===== config.mk =====
export PLATFORM = sky130hd
export DESIGN_NAME = desc_list_seq
export DESIGN_NICKNAME = d
export VERILOG_FILES = /design/src/rtl/dsq_pkg.sv /design/src/rtl/dsq_fetch.sv /design/src/rtl/dsq_decode.sv /design/src/rtl/dsq_ctrl.sv /design/src/rtl/desc_list_seq.sv
export SDC_FILE = /design/constraint.sdc
export NUM_CORES = 1
export LEC_CHECK = 0
export ABC_AREA = 1
export BUFFER_PORTS_ARGS = -buffer_cell sky130_fd_sc_hd__buf_2
export CORE_MARGIN = 5
export CORE_UTILIZATION = 57
export CTS_CLUSTER_DIAMETER = 120
export DETAILED_ROUTE_END_ITERATION = 10
export PLACE_DENSITY = 0.83
export SLEW_MARGIN = 20
export SYNTH_ARGS = -nofsm -noshare
export SYNTH_HDL_FRONTEND = slang
export SYNTH_HIERARCHICAL = 1
export SYNTH_SLANG_ARGS = --single-unit

===== constraint.sdc =====
create_clock -name clk -period 11.8 [get_ports clk]
set_clock_uncertainty 0.15 [all_clocks]
set_input_delay 1.77 -clock clk [delete_from_list [all_inputs] [get_ports clk]]
set_output_delay 1.77 -clock clk [all_outputs]
set_load 0.01 [all_outputs]

===== src/rtl/dsq_pkg.sv =====
package dsq_pkg;
  localparam int DESC_WORDS    = 8;
  localparam int WSEL_W        = $clog2(DESC_WORDS);
  localparam int DESC_SHIFT    = 5;   // 32-byte descriptors
  localparam int ALIGN_BITS    = 4;   // 16-byte address alignment
  localparam int MAX_SIZE_CODE = 4;   // 16 bytes per beat

  typedef enum logic [1:0] {
    ST_IDLE  = 2'd0,
    ST_FETCH = 2'd1,
    ST_XFER  = 2'd2,
    ST_ERR   = 2'd3
  } dsq_state_e;

  typedef struct packed {
    logic [1:0] burst;
    logic [2:0] size;
    logic [7:0] beats;
  } dsq_side_t;

  typedef struct packed {
    logic [63:0] src;
    logic [63:0] dst;
    logic [31:0] bytes;
    dsq_side_t   s;
    dsq_side_t   d;
    logic        ioc;
  } dsq_cmd_t;
endpackage


===== src/rtl/dsq_fetch.sv =====
module dsq_fetch
  import dsq_pkg::*;
#(
  parameter int AW = 32
) (
  input  logic                     clk,
  input  logic                     rst_n,
  input  logic                     go,
  input  logic [AW-1:0]            go_addr,
  output logic                     mem_req,
  output logic [AW-1:0]            mem_addr,
  input  logic                     mem_rvalid,
  input  logic [31:0]              mem_rdata,
  output logic [DESC_WORDS*32-1:0] words,
  output logic                     fetch_done
);

  logic              act_q, act_d;
  logic              pend_q, pend_d;
  logic [WSEL_W-1:0] wsel_q, wsel_d;
  logic [AW-1:0]     addr_q, addr_d;
  logic              done_q, done_d;
  logic              cap;

  assign cap        = act_q & pend_q & mem_rvalid;
  assign mem_req    = act_q & ~pend_q;
  assign mem_addr   = addr_q + AW'({wsel_q, 2'b00});
  assign fetch_done = done_q;

  always_comb begin
    act_d  = act_q;
    pend_d = pend_q;
    wsel_d = wsel_q;
    addr_d = addr_q;
    done_d = 1'b0;
    if (go) begin
      act_d  = 1'b1;
      pend_d = 1'b0;
      wsel_d = '0;
      addr_d = go_addr;
    end else if (act_q) begin
      if (!pend_q) begin
        pend_d = 1'b1;
      end else if (mem_rvalid) begin
        pend_d = 1'b0;
        if (wsel_q == WSEL_W'(DESC_WORDS - 1)) begin
          act_d  = 1'b0;
          done_d = 1'b1;
        end else begin
          wsel_d = wsel_q + 1'b1;
        end
      end
    end
  end

  always_ff @(posedge clk or negedge rst_n) begin
    if (!rst_n) begin
      act_q  <= 1'b0;
      pend_q <= 1'b0;
      wsel_q <= '0;
      addr_q <= '0;
      done_q <= 1'b0;
    end else begin
      act_q  <= act_d;
      pend_q <= pend_d;
      wsel_q <= wsel_d;
      addr_q <= addr_d;
      done_q <= done_d;
    end
  end

  for (genvar k = 0; k < DESC_WORDS; k++) begin : g_word
    logic        en;
    logic [31:0] w_q;
    assign en = cap & (wsel_q == WSEL_W'(k));
    always_ff @(posedge clk or negedge rst_n) begin
      if (!rst_n)  w_q <= '0;
      else if (en) w_q <= mem_rdata;
    end
    assign words[32*k +: 32] = w_q;
  end

  AST_SINGLE_READ: assert property (@(posedge clk) disable iff (!rst_n)
    mem_req |=> !mem_req);

  AST_DONE_AFTER_DATA: assert property (@(posedge clk) disable iff (!rst_n)
    fetch_done |-> $past(mem_rvalid));

endmodule


===== src/rtl/dsq_decode.sv =====
module dsq_decode
  import dsq_pkg::*;
(
  input  logic [DESC_WORDS*32-1:0] words,
  output dsq_cmd_t                 cmd,
  output logic                     misalign,
  output logic                     badsize
);

  logic [31:0] w [DESC_WORDS];

  for (genvar k = 0; k < DESC_WORDS; k++) begin : g_split
    assign w[k] = words[32*k +: 32];
  end

  always_comb begin
    cmd.src     = {w[1], w[0]};
    cmd.dst     = {w[3], w[2]};
    cmd.s.burst = w[4][1:0];
    cmd.s.size  = w[4][6:4];
    cmd.s.beats = w[4][15:8];
    cmd.d.burst = w[5][1:0];
    cmd.d.size  = w[5][6:4];
    cmd.d.beats = w[5][15:8];
    cmd.bytes   = w[6];
    cmd.ioc     = w[7][0];
  end

  assign misalign = (|cmd.src[ALIGN_BITS-1:0]) | (|cmd.dst[ALIGN_BITS-1:0]);
  assign badsize  = (cmd.s.size > 3'(MAX_SIZE_CODE)) |
                    (cmd.d.size > 3'(MAX_SIZE_CODE));

  // reserved descriptor bits carry no function
  logic unused_bits;
  assign unused_bits = ^{w[4][31:16], w[4][7], w[4][3:2],
                         w[5][31:16], w[5][7], w[5][3:2], w[7][31:1]};

endmodule


===== src/rtl/dsq_ctrl.sv =====
module dsq_ctrl
  import dsq_pkg::*;
#(
  parameter int AW    = 32,
  parameter int CNT_W = 8
) (
  input  logic             clk,
  input  logic             rst_n,
  input  logic             start,
  input  logic             stop,
  input  logic             rollback,
  input  logic [AW-1:0]    list_base,
  input  logic [CNT_W-1:0] list_count,
  input  logic             fetch_done,
  input  logic             misalign,
  input  logic             badsize,
  input  logic             ioc,
  input  logic             mover_done,
  output logic             fetch_go,
  output logic [AW-1:0]    fetch_addr,
  output logic             cmd_valid,
  output logic             evt_entry_done,
  output logic             evt_list_end,
  output logic             evt_busy,
  output logic             err,
  output logic             busy
);

  dsq_state_e       st_q, st_d;
  logic [CNT_W-1:0] idx_q, idx_d;
  logic [CNT_W-1:0] cnt_q, cnt_d;
  logic [AW-1:0]    base_q, base_d;
  logic             roll_q, roll_d;
  logic             stop_q, stop_d;
  logic             go_q, go_d;
  logic             ent_q, ent_d;
  logic             end_q, end_d;
  logic             bsy_q, bsy_d;
  logic             last;

  assign busy           = (st_q == ST_FETCH) | (st_q == ST_XFER);
  assign err            = (st_q == ST_ERR);
  assign cmd_valid      = (st_q == ST_XFER);
  assign fetch_go       = go_q;
  assign fetch_addr     = base_q + (AW'(idx_q) << DESC_SHIFT);
  assign evt_entry_done = ent_q;
  assign evt_list_end   = end_q;
  assign evt_busy       = bsy_q;
  assign last           = (idx_q == cnt_q - CNT_W'(1));

  always_comb begin
    st_d   = st_q;
    idx_d  = idx_q;
    cnt_d  = cnt_q;
    base_d = base_q;
    roll_d = roll_q;
    stop_d = stop_q | (stop & busy);
    go_d   = 1'b0;
    ent_d  = 1'b0;
    end_d  = 1'b0;
    bsy_d  = start & busy;
    case (st_q)
      ST_IDLE, ST_ERR: begin
        if (start) begin
          stop_d = 1'b0;
          if (list_count == '0) begin
            st_d = ST_ERR;
          end else begin
            st_d   = ST_FETCH;
            idx_d  = '0;
            cnt_d  = list_count;
            base_d = list_base;
            roll_d = rollback;
            go_d   = 1'b1;
          end
        end
      end
      ST_FETCH: begin
        if (fetch_done) begin
          if (misalign | badsize) begin
            st_d   = ST_ERR;
            stop_d = 1'b0;
          end else begin
            st_d = ST_XFER;
          end
        end
      end
      ST_XFER: begin
        if (mover_done) begin
          ent_d = ioc;
          if (last && !roll_q) begin
            end_d  = 1'b1;
            st_d   = ST_IDLE;
            stop_d = 1'b0;
          end else if (stop_q | stop) begin
            st_d   = ST_IDLE;
            stop_d = 1'b0;
          end else begin
            idx_d = last ? '0 : idx_q + CNT_W'(1);
            go_d  = 1'b1;
            st_d  = ST_FETCH;
          end
        end
      end
      default: st_d = ST_IDLE;
    endcase
  end

  always_ff @(posedge clk or negedge rst_n) begin
    if (!rst_n) begin
      st_q   <= ST_IDLE;
      idx_q  <= '0;
      cnt_q  <= '0;
      base_q <= '0;
      roll_q <= 1'b0;
      stop_q <= 1'b0;
      go_q   <= 1'b0;
      ent_q  <= 1'b0;
      end_q  <= 1'b0;
      bsy_q  <= 1'b0;
    end else begin
      st_q   <= st_d;
      idx_q  <= idx_d;
      cnt_q  <= cnt_d;
      base_q <= base_d;
      roll_q <= roll_d;
      stop_q <= stop_d;
      go_q   <= go_d;
      ent_q  <= ent_d;
      end_q  <= end_d;
      bsy_q  <= bsy_d;
    end
  end

  AST_ENTRY_AFTER_DONE: assert property (@(posedge clk) disable iff (!rst_n)
    evt_entry_done |-> $past(mover_done));

  AST_END_NOT_ROLLING: assert property (@(posedge clk) disable iff (!rst_n)
    evt_list_end |-> !roll_q);

  AST_ERR_CAUSE: assert property (@(posedge clk) disable iff (!rst_n)
    $rose(err) |-> ($past(fetch_done) || $past(start)));

  AST_BUSY_EVT: assert property (@(posedge clk) disable iff (!rst_n)
    evt_busy |-> ($past(start) && $past(busy)));

endmodule


===== src/rtl/desc_list_seq.sv =====
module desc_list_seq
  import dsq_pkg::*;
#(
  parameter int AW    = 32,
  parameter int CNT_W = 8
) (
  input  logic             clk,
  input  logic             rst_n,
  input  logic             start,
  input  logic             stop,
  input  logic             rollback,
  input  logic [AW-1:0]    list_base,
  input  logic [CNT_W-1:0] list_count,
  output logic             mem_req,
  output logic [AW-1:0]    mem_addr,
  input  logic             mem_rvalid,
  input  logic [31:0]      mem_rdata,
  output logic             cmd_valid,
  output logic [63:0]      cmd_src,
  output logic [63:0]      cmd_dst,
  output logic [31:0]      cmd_bytes,
  output logic [1:0]       cmd_src_burst,
  output logic [2:0]       cmd_src_size,
  output logic [7:0]       cmd_src_beats,
  output logic [1:0]       cmd_dst_burst,
  output logic [2:0]       cmd_dst_size,
  output logic [7:0]       cmd_dst_beats,
  input  logic             mover_done,
  output logic             evt_entry_done,
  output logic             evt_list_end,
  output logic             evt_busy,
  output logic             err,
  output logic             busy
);

  logic [1:0] rst_sync_q;
  logic       rst_sn;

  always_ff @(posedge clk or negedge rst_n) begin
    if (!rst_n) rst_sync_q <= 2'b00;
    else        rst_sync_q <= {rst_sync_q[0], 1'b1};
  end
  assign rst_sn = rst_sync_q[1];

  logic [DESC_WORDS*32-1:0] words;
  logic                     fetch_go, fetch_done;
  logic [AW-1:0]            fetch_addr;
  dsq_cmd_t                 cmd;
  logic                     misalign, badsize;

  dsq_fetch #(.AW(AW)) u_fetch (
    .clk        (clk),
    .rst_n      (rst_sn),
    .go         (fetch_go),
    .go_addr    (fetch_addr),
    .mem_req    (mem_req),
    .mem_addr   (mem_addr),
    .mem_rvalid (mem_rvalid),
    .mem_rdata  (mem_rdata),
    .words      (words),
    .fetch_done (fetch_done)
  );

  dsq_decode u_decode (
    .words    (words),
    .cmd      (cmd),
    .misalign (misalign),
    .badsize  (badsize)
  );

  dsq_ctrl #(.AW(AW), .CNT_W(CNT_W)) u_ctrl (
    .clk            (clk),
    .rst_n          (rst_sn),
    .start          (start),
    .stop           (stop),
    .rollback       (rollback),
    .list_base      (list_base),
    .list_count     (list_count),
    .fetch_done     (fetch_done),
    .misalign       (misalign),
    .badsize        (badsize),
    .ioc            (cmd.ioc),
    .mover_done     (mover_done),
    .fetch_go       (fetch_go),
    .fetch_addr     (fetch_addr),
    .cmd_valid      (cmd_valid),
    .evt_entry_done (evt_entry_done),
    .evt_list_end   (evt_list_end),
    .evt_busy       (evt_busy),
    .err            (err),
    .busy           (busy)
  );

  assign cmd_src       = cmd.src;
  assign cmd_dst       = cmd.dst;
  assign cmd_bytes     = cmd.bytes;
  assign cmd_src_burst = cmd.s.burst;
  assign cmd_src_size  = cmd.s.size;
  assign cmd_src_beats = cmd.s.beats;
  assign cmd_dst_burst = cmd.d.burst;
  assign cmd_dst_size  = cmd.d.size;
  assign cmd_dst_beats = cmd.d.beats;

  AST_CMD_ALIGNED: assert property (@(posedge clk) disable iff (!rst_sn)
    cmd_valid |-> (cmd_src[3:0] == 4'h0 && cmd_dst[3:0] == 4'h0));

  AST_CMD_SIZE_OK: assert property (@(posedge clk) disable iff (!rst_sn)
    cmd_valid |-> (cmd_src_size <= 3'd4 && cmd_dst_size <= 3'd4));

  AST_CMD_STABLE: assert property (@(posedge clk) disable iff (!rst_sn)
    (cmd_valid && $past(cmd_valid)) |->
      ($stable(cmd_src) && $stable(cmd_dst) && $stable(cmd_bytes)));

  AST_NO_READ_IN_XFER: assert property (@(posedge clk) disable iff (!rst_sn)
    cmd_valid |-> !mem_req);

endmodule


### Yosys cells after proc, flatten, opt, wreduce, memory -nomap -nowiden

Cells that the tools add are included.

| operators by class | value |
|---|---|
| reductions and logical operators | 16 |
| multiplexer cells | 52 |
| bitwise gates (word level) | 21 |
| equal/unequal tests | 18 |
| add/sub/neg operators | 5 |
| $lt $le $gt $ge | 2 |

Operator list:

| cell | number |
|---|---|
| 8-bit two-way mux | 6 |
| 32-bit by 13-bit adder with 32-bit output | 1 |
| 32-bit by 5-bit adder with 32-bit output | 1 |
| 1-bit two-way mux | 32 |
| 8-bit one-hot mux with 2 select lines | 1 |
| 3-bit two-way mux | 5 |
| 1-bit AND | 13 |
| 3-bit == test (second input constant) | 4 |
| 2-bit two-way mux | 5 |
| 2-bit inequality test (second input constant) | 5 |
| 8-bit by 1-bit adder with 8-bit output (second input constant) | 1 |
| 8-bit == test | 1 |
| 8-bit logical NOT | 1 |
| 2-bit nonzero test | 4 |
| 4-bit OR reduction | 2 |
| 8-bit by 1-bit subtractor with 8-bit output (second input constant) | 1 |
| 3-bit by 2-bit == test with 1-bit output (second input constant) | 2 |
| 3-bit > comparator (second input constant) | 2 |
| 1-bit bitwise OR | 6 |
| 2-bit one-hot mux with 3 select lines | 1 |
| 3-bit AND reduction | 2 |
| 6-bit AND reduction | 1 |
| 2-bit == test (second input constant) | 2 |
| 2-bit by 1-bit inequality test with 1-bit output (second input constant) | 2 |
| 12 further kinds | 13 |

| storage, ports and cells | value |
|---|---|
| logic and storage cells | 138 |
| bits in registers | 289 |

### Depth between registers and ports, before layout

Gate-level depths: netlist (run 1).

| logic depth | value |
|---|---|
| depth in word-level cells | 8 |
| gate-level depth with buffers | 14 |
| mapped depth without buffers | 14 |

### Hierarchy

The synthesis (run 1) kept the hierarchy.

By module, submodules not included:

| module | area each (um^2) | instances | cells an instance | seq. area each (um^2) |
|---|---|---|---|---|
| dsq_fetch | 12,127.9 | 1 | 1,219 | 7,357.1 |
| dsq_ctrl | 3,658.5 | 1 | 443 | 1,401.3 |
| dsq_decode | 1,473.9 | 1 | 205 | 0.0 |
| desc_list_seq | 53.8 | 1 | 3 | 50.0 |

### Least setup slack after synthesis (run 1)

Ideal clock, no wire load.

| timing path | value |
|---|---|
| path type | register -> output |
| start | register u_fetch.wsel_q[0] |
| end | output port mem_addr[12] |
| required time | 9,880 ps |
| arrival | 1,637 ps |
| setup slack | 8,243 ps |
| stages on the path, launching flop included | 8 |
| cells stage by stage | dfrtp_1 ha_1 fa_1 nand3_1 nand2_1 nand2_1 nor2_1 xor2_1 |

| between the ends | value |
|---|---|
| longest elaborated chain between the ends | 1 |

RTL lines:

| item | line | source |
|---|---|---|
| from (decl) | dsq_fetch.sv:20 | `logic [WSEL_W-1:0] wsel_q, wsel_d;` |
| from (signal assigned) | dsq_fetch.sv:66 | `wsel_q <= wsel_d;` |
| 32-bit by 5-bit adder with 32-bit output | dsq_fetch.sv:27 | `assign mem_addr = addr_q + AW'({wsel_q, 2'b00});` |
| to (decl) | desc_list_seq.sv:15 | `output logic [AW-1:0] mem_addr,` |

No other way between the ends.

### Final worst setup path (run 1)

| timing path | value |
|---|---|
| start | register u_fetch.wsel_q[2] |
| end | output port mem_addr[19] |

Same word-level chain as after synthesis.

==> results by group, run 1 <==
Run status
  – Status: finished clean

Drt
  – Post-Route WL: 34600 microns
  – DR pass1 iterations: 5
  – DRC violations left: 0
  – Avg Vias per Cell: 5.19
  – ANT nets after route: 0
  – Via count of the routed design: 10900
  – Iter 0 DRT Violations: 968
  – Drt wl/cell: 16.4 microns

CTS
  – Clk sinks: 283
  – Number of gates resized after cts: 0
  – TritonCTS clock tree: built
  – Clock Path Buffers: 3
  – H-tree lvl count: 1
  – Clock root cell: clkbuf_16
  – Post CTS Setup Buffer Count: 0
  – Worst skew pair latency: 0.53 ns
  – Hold buffer count at cts: 0
  – TritonCTS Buffers: 29
  – Reg clk slew, reported paths: 0.06 ns

Floorplan
  – Area of the core: 0.0258 sq mm
  – Row cnt: 59
  – Die Height: 171 microns
  – Io pins: 304
  – Die area: 0.0293 sq mm
  – Initial core utilization: 0.573
  – Die X: 171 microns

STA
  – RSZ-0062 raised after global routing: false
  – Period Utilization, post-route: 0.368
  – Fin Setup TNS: 0 ns
  – Max_slew headroom: 0.273
  – Worst slew pin tran: 1.09 ns
  – Slew Viols, Final: 0
  – Tmin final: 4.34 ns
  – Final setup vio count: 0
  – Min Hold Slack: 0.206 ns
  – Final Hold Fails: 0
  – Final WS setup: 7.46 ns
  – Max Freq: 0.230 GHz

Global routing
  – Largest net degree at the start of global routing: 88
  – Overall routing resource usage: 0.235
  – Antenna violations before repair: 1
  – First-pass GRT wire length: 56000 microns
  – Number of global-route vias before repair: 10900
  – GRT Residual Overflow: 0

Critical path
  – Bufs and invs on worst path: 2
  – Crit-path cells: ha_1 -> inv_1 -> nand2_1 -> nand3_1 -> nor2_1 -> nand3_1 -> nand2_1 -> buf_2
  – CP Capture Type: output port
  – Delay-heaviest family, CP: simple AND/OR/NAND/NOR gates
  – CP Class: reg2out
  – Max Fanout on Critical Path: 9
  – Slowest cell on the critical path: nor2_1
  – Crit path largest cell delay: 0.44 ns
  – Critical Path RT: 9.88 ns
  – Worst setup SP type: flop
  – WP data arrival: 2.42 ns

Power and ir drop
  – Pwr Total: 4.61 mW
  – Leakage power: 8.03 nW
  – Worst ir drop on vdd: 0.183 mV
  – Switch share: 0.399
  – Flop pwr share: 0.383
  – Share of power burned in combinational logic: 0.401
  – Clk network pwr share: 0.215
  – Pint: 2.77 mW
  – Psw: 1.84 mW
  – Power density cells: 289 mW/mm^2

Placement
  – Placed Area: 0.0149 sq mm
  – Post-DP HPWL: 25000 microns
  – Port Buf Inserts: 303
  – DP Worst Slack: 8.00 ns
  – Dpl cells: 2049
  – Global placer's final weighted congestion: 0.957

Synthesis
  – Post-Syn Area: 0.0148 sq mm
  – Mapped Cells: 1657
  – Syn avg cell area: 8.94 sq um
  – Post-synth net total: 1760
  – Synth warn: 6

Run
  – Max-capacitance violation count: 0

Cells and area
  – Net count reported at finish: 1849
  – Share of layout cells above drive strength 1: 0.283
  – Layout Cells excl Fill: 2104
  – Area grow syn2layout: 7.79%
  – Fin area: 0.0160 sq mm
  – FILL cells: 2117
  – Final core occ: 0.618

Hold path
  – Worst Hold Class: reg2reg
layout by cell type, fill, tap and decap left out, drive strengths merged:
| master | n |
|---|---|
| nand3 | 52 |
| clkinv | 7 |
| a31o | 1 |
| clkinvlp | 1 |
| nor3 | 13 |
| nand2 | 296 |
| fa | 2 |
| nor4 | 3 |
| nand4 | 6 |
| bufinv | 6 |
| conb | 1 |
| a21boi | 1 |
| clkbuf | 38 |
| nor2 | 271 |
| xor2 | 34 |
| ha | 22 |
| o21ai | 70 |
| buf | 309 |
| mux2 | 27 |
| inv | 131 |
| dfrtp | 283 |
| diode | 1 |
| o22ai | 3 |
| xnor2 | 13 |
| a21o | 1 |
| a21oi | 177 |
power groups by stage:
| stage | registers (mW) | logic, mW | clock network (mW) |
|---|---|---|---|
| 2_1_floorplan | 1.69 | 1.68 | 0 |
| 3_3_place_gp | 1.76 | 1.78 | 0 |
| 3_5_place_dp | 1.78 | 1.85 | 0 |
| 4_1_cts | 1.76 | 1.86 | 1.02 |
| 5_1_grt | 1.83 | 2.06 | 1.06 |
| 6_report | 1.77 | 1.85 | 0.991 |
registers in the layout, indices dropped and copies added, names as in the netlist, 2 cells and up:
| register | cells |
|---|---|
| u_fetch/g_word.w_q | 187 |
| u_ctrl/cnt_q | 8 |
| rst_sync_q | 2 |
| u_fetch/addr_q | 32 |
| u_ctrl/base_q | 32 |
| u_ctrl/st_q | 2 |
| u_fetch/wsel_q | 3 |
| u_ctrl/idx_q | 8 |
area by class of cell:
cell class,instances,area [sq um],share of cell area
antenna,1,2.50,0.000157
clock buffer,38,810,0.0507
clock inverter,15,243,0.0152
inverter,130,493,0.0309
multi-input combinational,993,5340,0.334
sequential,283,7090,0.444
tap,335,419,0.0263
timing repair buffer,309,1580,0.0988
final timing paths:
path	start	endpoint	slack, ns	cells past startpoint
setup reg to reg	u_ctrl/idx_q[0]	u_fetch/addr_q[25]	9.00	12
hold reg to reg	rst_sync_q[0]	rst_sync_q[1]	0.21	0
hold / removal	rst_sync_q[0]	rst_sync_q[1]	0.21	0
setup / recovery	u_fetch/wsel_q[2]	mem_addr[19]	7.46	8
max in group asynchronous	rst_sync_q[1]	u_fetch/g_word[0].w_q[0]	9.14	2
min in group asynchronous	rst_sync_q[1]	u_ctrl/cnt_q[2]	0.25	0
routing by layer:
| metal | track usage | up-vias | routed length [microns] |
|---|---|---|---|
| met2 | 0.387 | 474 | 16000 |
| met4 | 0.109 | 0 | 1660 |
| met5 | 0 | - | 0 |
| met3 | 0.0352 | 109 | 2770 |
| met1 | 0.309 | 5105 | 14100 |
| li1 | - | 5236 | - |
Note: power is estimated with default switching activity, not from simulation.
==> inputs of run 2 (changes only) <==
- ABC_AREA: 1 -> 0
- clock period: 11.8 -> 4.1 ns (I/O delays scaled with it)
==> results by group, run 2 <==
CTS
  – H-tree lvl count: 1 (unchanged)
  – Clock root cell: clkbuf_16 (unchanged)
  – Reg clk slew, reported paths: 0.06 ns (about the same)
  – Hold buffer count at cts: 1 (was 0)
  – Post CTS Setup Buffer Count: 0 (unchanged)
  – Clock Path Buffers: 3 (unchanged)
  – Number of gates resized after cts: 0 (unchanged)
  – Worst skew pair latency: 0.54 ns (was 0.53 ns)
  – Clk sinks: 283 (unchanged)
  – TritonCTS clock tree: built (unchanged)
  – TritonCTS Buffers: 29 (unchanged)

Critical path
  – RR Endpoint: u_fetch/addr_q[21] (was u_fetch/addr_q[25])
  – Crit-path cells: ha_1 -> a21oi_1 -> nor4b_4 -> nand4_1 -> xnor2_1 -> buf_2 (was ha_1 -> inv_1 -> nand2_1 -> nand3_1 -> nor2_1 -> nand3_1 -> nand2_1 -> buf_2)
  – Slowest cell on the critical path: nor4b_4 (was nor2_1)
  – Critical Path RT: 3.34 ns (was 9.88 ns)
  – CP Capture Type: output port (unchanged)
  – Worst setup SP type: flop (unchanged)
  – CP Class: reg2out (unchanged)
  – Crit path largest cell delay: 0.66 ns (was 0.44 ns)
  – R2R Setup Slk: 1.20 ns (was 9.00 ns)
  – WP data arrival: 2.89 ns (was 2.42 ns)
  – Worst flop-to-flop path startpoint: u_ctrl/idx_q[0] (unchanged)
  – Max Fanout on Critical Path: 8 (was 9)
  – Bufs and invs on worst path: 1 (was 2)
  – Delay-heaviest family, CP: simple AND/OR/NAND/NOR gates (unchanged)
  – Worst reg2reg path depth: 10 (was 12)

Placement
  – Global placer's final weighted congestion: 0.846 (was 0.957)
  – Placed Area: 0.0147 sq mm (was 0.0149 sq mm)
  – Dpl cells: 1541 (was 2049)
  – Port Buf Inserts: 303 (unchanged)
  – DP Worst Slack: 1.05 ns (was 8.00 ns)
  – Post-DP HPWL: 21800 microns (was 25000 microns)

Power and ir drop
  – Power density cells: 819 mW/mm^2 (was 289 mW/mm^2)
  – Leakage power: 7.81 nW (was 8.03 nW)
  – Worst ir drop on vdd: 0.566 mV (was 0.183 mV)
  – Pwr Total: 12.9 mW (was 4.61 mW)

STA
  – Fin Setup TNS: 0 ns (unchanged)
  – Max Freq: 0.274 GHz
  – Final WS setup: 0.447 ns (was 7.46 ns)
  – Final setup vio count: 0 (unchanged)
  – Period Utilization, post-route: 0.891
  – Worst slew pin tran: 1.04 ns (was 1.09 ns)
  – Final Hold Fails: 0 (unchanged)
  – RSZ-0062 raised after global routing: false (unchanged)
  – Tmin final: 3.65 ns
  – Slew Viols, Final: 0 (unchanged)
  – Max_slew headroom: 0.301 (was 0.273)
  – Min Hold Slack: 0.149 ns (was 0.206 ns)

Drt
  – ANT nets after route: 0 (unchanged)
  – Drt wl/cell: 19.4 microns (was 16.4 microns)
  – DRC violations left: 0 (unchanged)
  – Iter 0 DRT Violations: 456 (was 968)
  – Avg Vias per Cell: 5.45 (was 5.19)
  – Via count of the routed design: 8700 (was 10900)
  – Post-Route WL: 31000 microns (was 34600 microns)
  – DR pass1 iterations: 4 (was 5)

Floorplan
  – Die area: 0.0286 sq mm (was 0.0293 sq mm)
  – Initial core utilization: 0.577 (was 0.573)
  – Row cnt: 58 (was 59)
  – Area of the core: 0.0250 sq mm (was 0.0258 sq mm)
  – Die Height: 169 microns (was 171 microns)
  – Die X: 169 microns (was 171 microns)
  – Io pins: 304 (unchanged)

Hold path
  – Worst Hold Class: in2reg (was reg2reg)
  – Worst hold path depth: 2 (was 0)
  – Min-delay src: list_base[2] (was rst_sync_q[0])
  – Hold Path Sink: u_ctrl/base_q[2] (was rst_sync_q[1])

Global routing
  – GRT Residual Overflow: 0 (unchanged)
  – Number of global-route vias before repair: 8971 (was 10900)
  – Antenna violations before repair: 1 (unchanged)
  – Overall routing resource usage: 0.211 (was 0.235)
  – First-pass GRT wire length: 49100 microns (was 56000 microns)
  – Largest net degree at the start of global routing: 74 (was 88)

Cells and area
  – Layout Cells excl Fill: 1596 (was 2104)
  – Register with the most flip-flops: u_fetch/g_word.w_q (unchanged)
  – Area grow syn2layout: 8.76% (was 7.79%)
  – Net count reported at finish: 1346 (was 1849)
  – Antenna cell count: 0 (was 1)
  – Final core occ: 0.627 (was 0.618)
  – Max reg flops: 187 (unchanged)
  – Fin area: 0.0157 sq mm (was 0.0160 sq mm)
  – Most frequent cells in the layout: buf_2, dfrtp_1, mux2_2 (was buf_2, nand2_1, dfrtp_1)
  – Most common cell after layout, fill and taps aside: buf_2 (unchanged)
  – Largest regs: u_fetch/g_word.w_q x187, u_ctrl/base_q x32, u_fetch/addr_q x32 (unchanged)
  – Share of layout cells above drive strength 1: 0.509 (was 0.283)

Synthesis
  – Mapped Cells: 1135 (was 1657)
  – Synth warn: 6 (unchanged)
  – Post-Syn Area: 0.0144 sq mm (was 0.0148 sq mm)
  – Post-synth net total: 1238 (was 1760)
  – Syn avg cell area: 12.7 sq um (was 8.94 sq um)

Run
  – Max-capacitance violation count: 0 (unchanged)

Run status
  – Status: finished clean (unchanged)
run 2: how the worst max path moves through the flow:
stage / startpoint / end / slack, ns / cells past startpoint
global route: u_fetch/wsel_q[2] / mem_addr[26] / 0.24 / 6
CTS: u_fetch/wsel_q[2] / mem_addr[26] / 0.46 / 6
finish: u_fetch/wsel_q[2] / mem_addr[26] / 0.45 / 6
detailed placement: u_fetch/wsel_q[2] / mem_addr[26] / 1.05 / 6
floorplan: rst_sync_q[1] / u_ctrl/base_q[0] / 1.13 / 0
global placement: u_fetch/wsel_q[2] / mem_addr[30] / 1.11 / 6
run 2: layout make-up:
cell class | instances | area, sq um
multi-input cells | 600 | 5550
fillers | 1893 | 9330
inverters | 19 | 71.3
flip-flops and latches | 283 | 7090
clock inverters | 16 | 166
clock buffers | 38 | 820
well taps | 330 | 413
repair buffers | 310 | 1600
run 2: power breakdown:
group / internal, mW / switching, mW
combinational: 2.62 / 2.48
sequential: 4.09 / 0.980
clock: 1.59 / 1.09
total: 8.31 / 4.55
run 2: per-layer routing:
metal  GRT usage  part of all wire  vias to the layer above
li1            -                 -                     3959
met3      0.0550             0.083                       55
met5           0           0.00023                        -
met2       0.362              0.49                      284
met1       0.273              0.41                     4400
met4      0.0466             0.022                        2
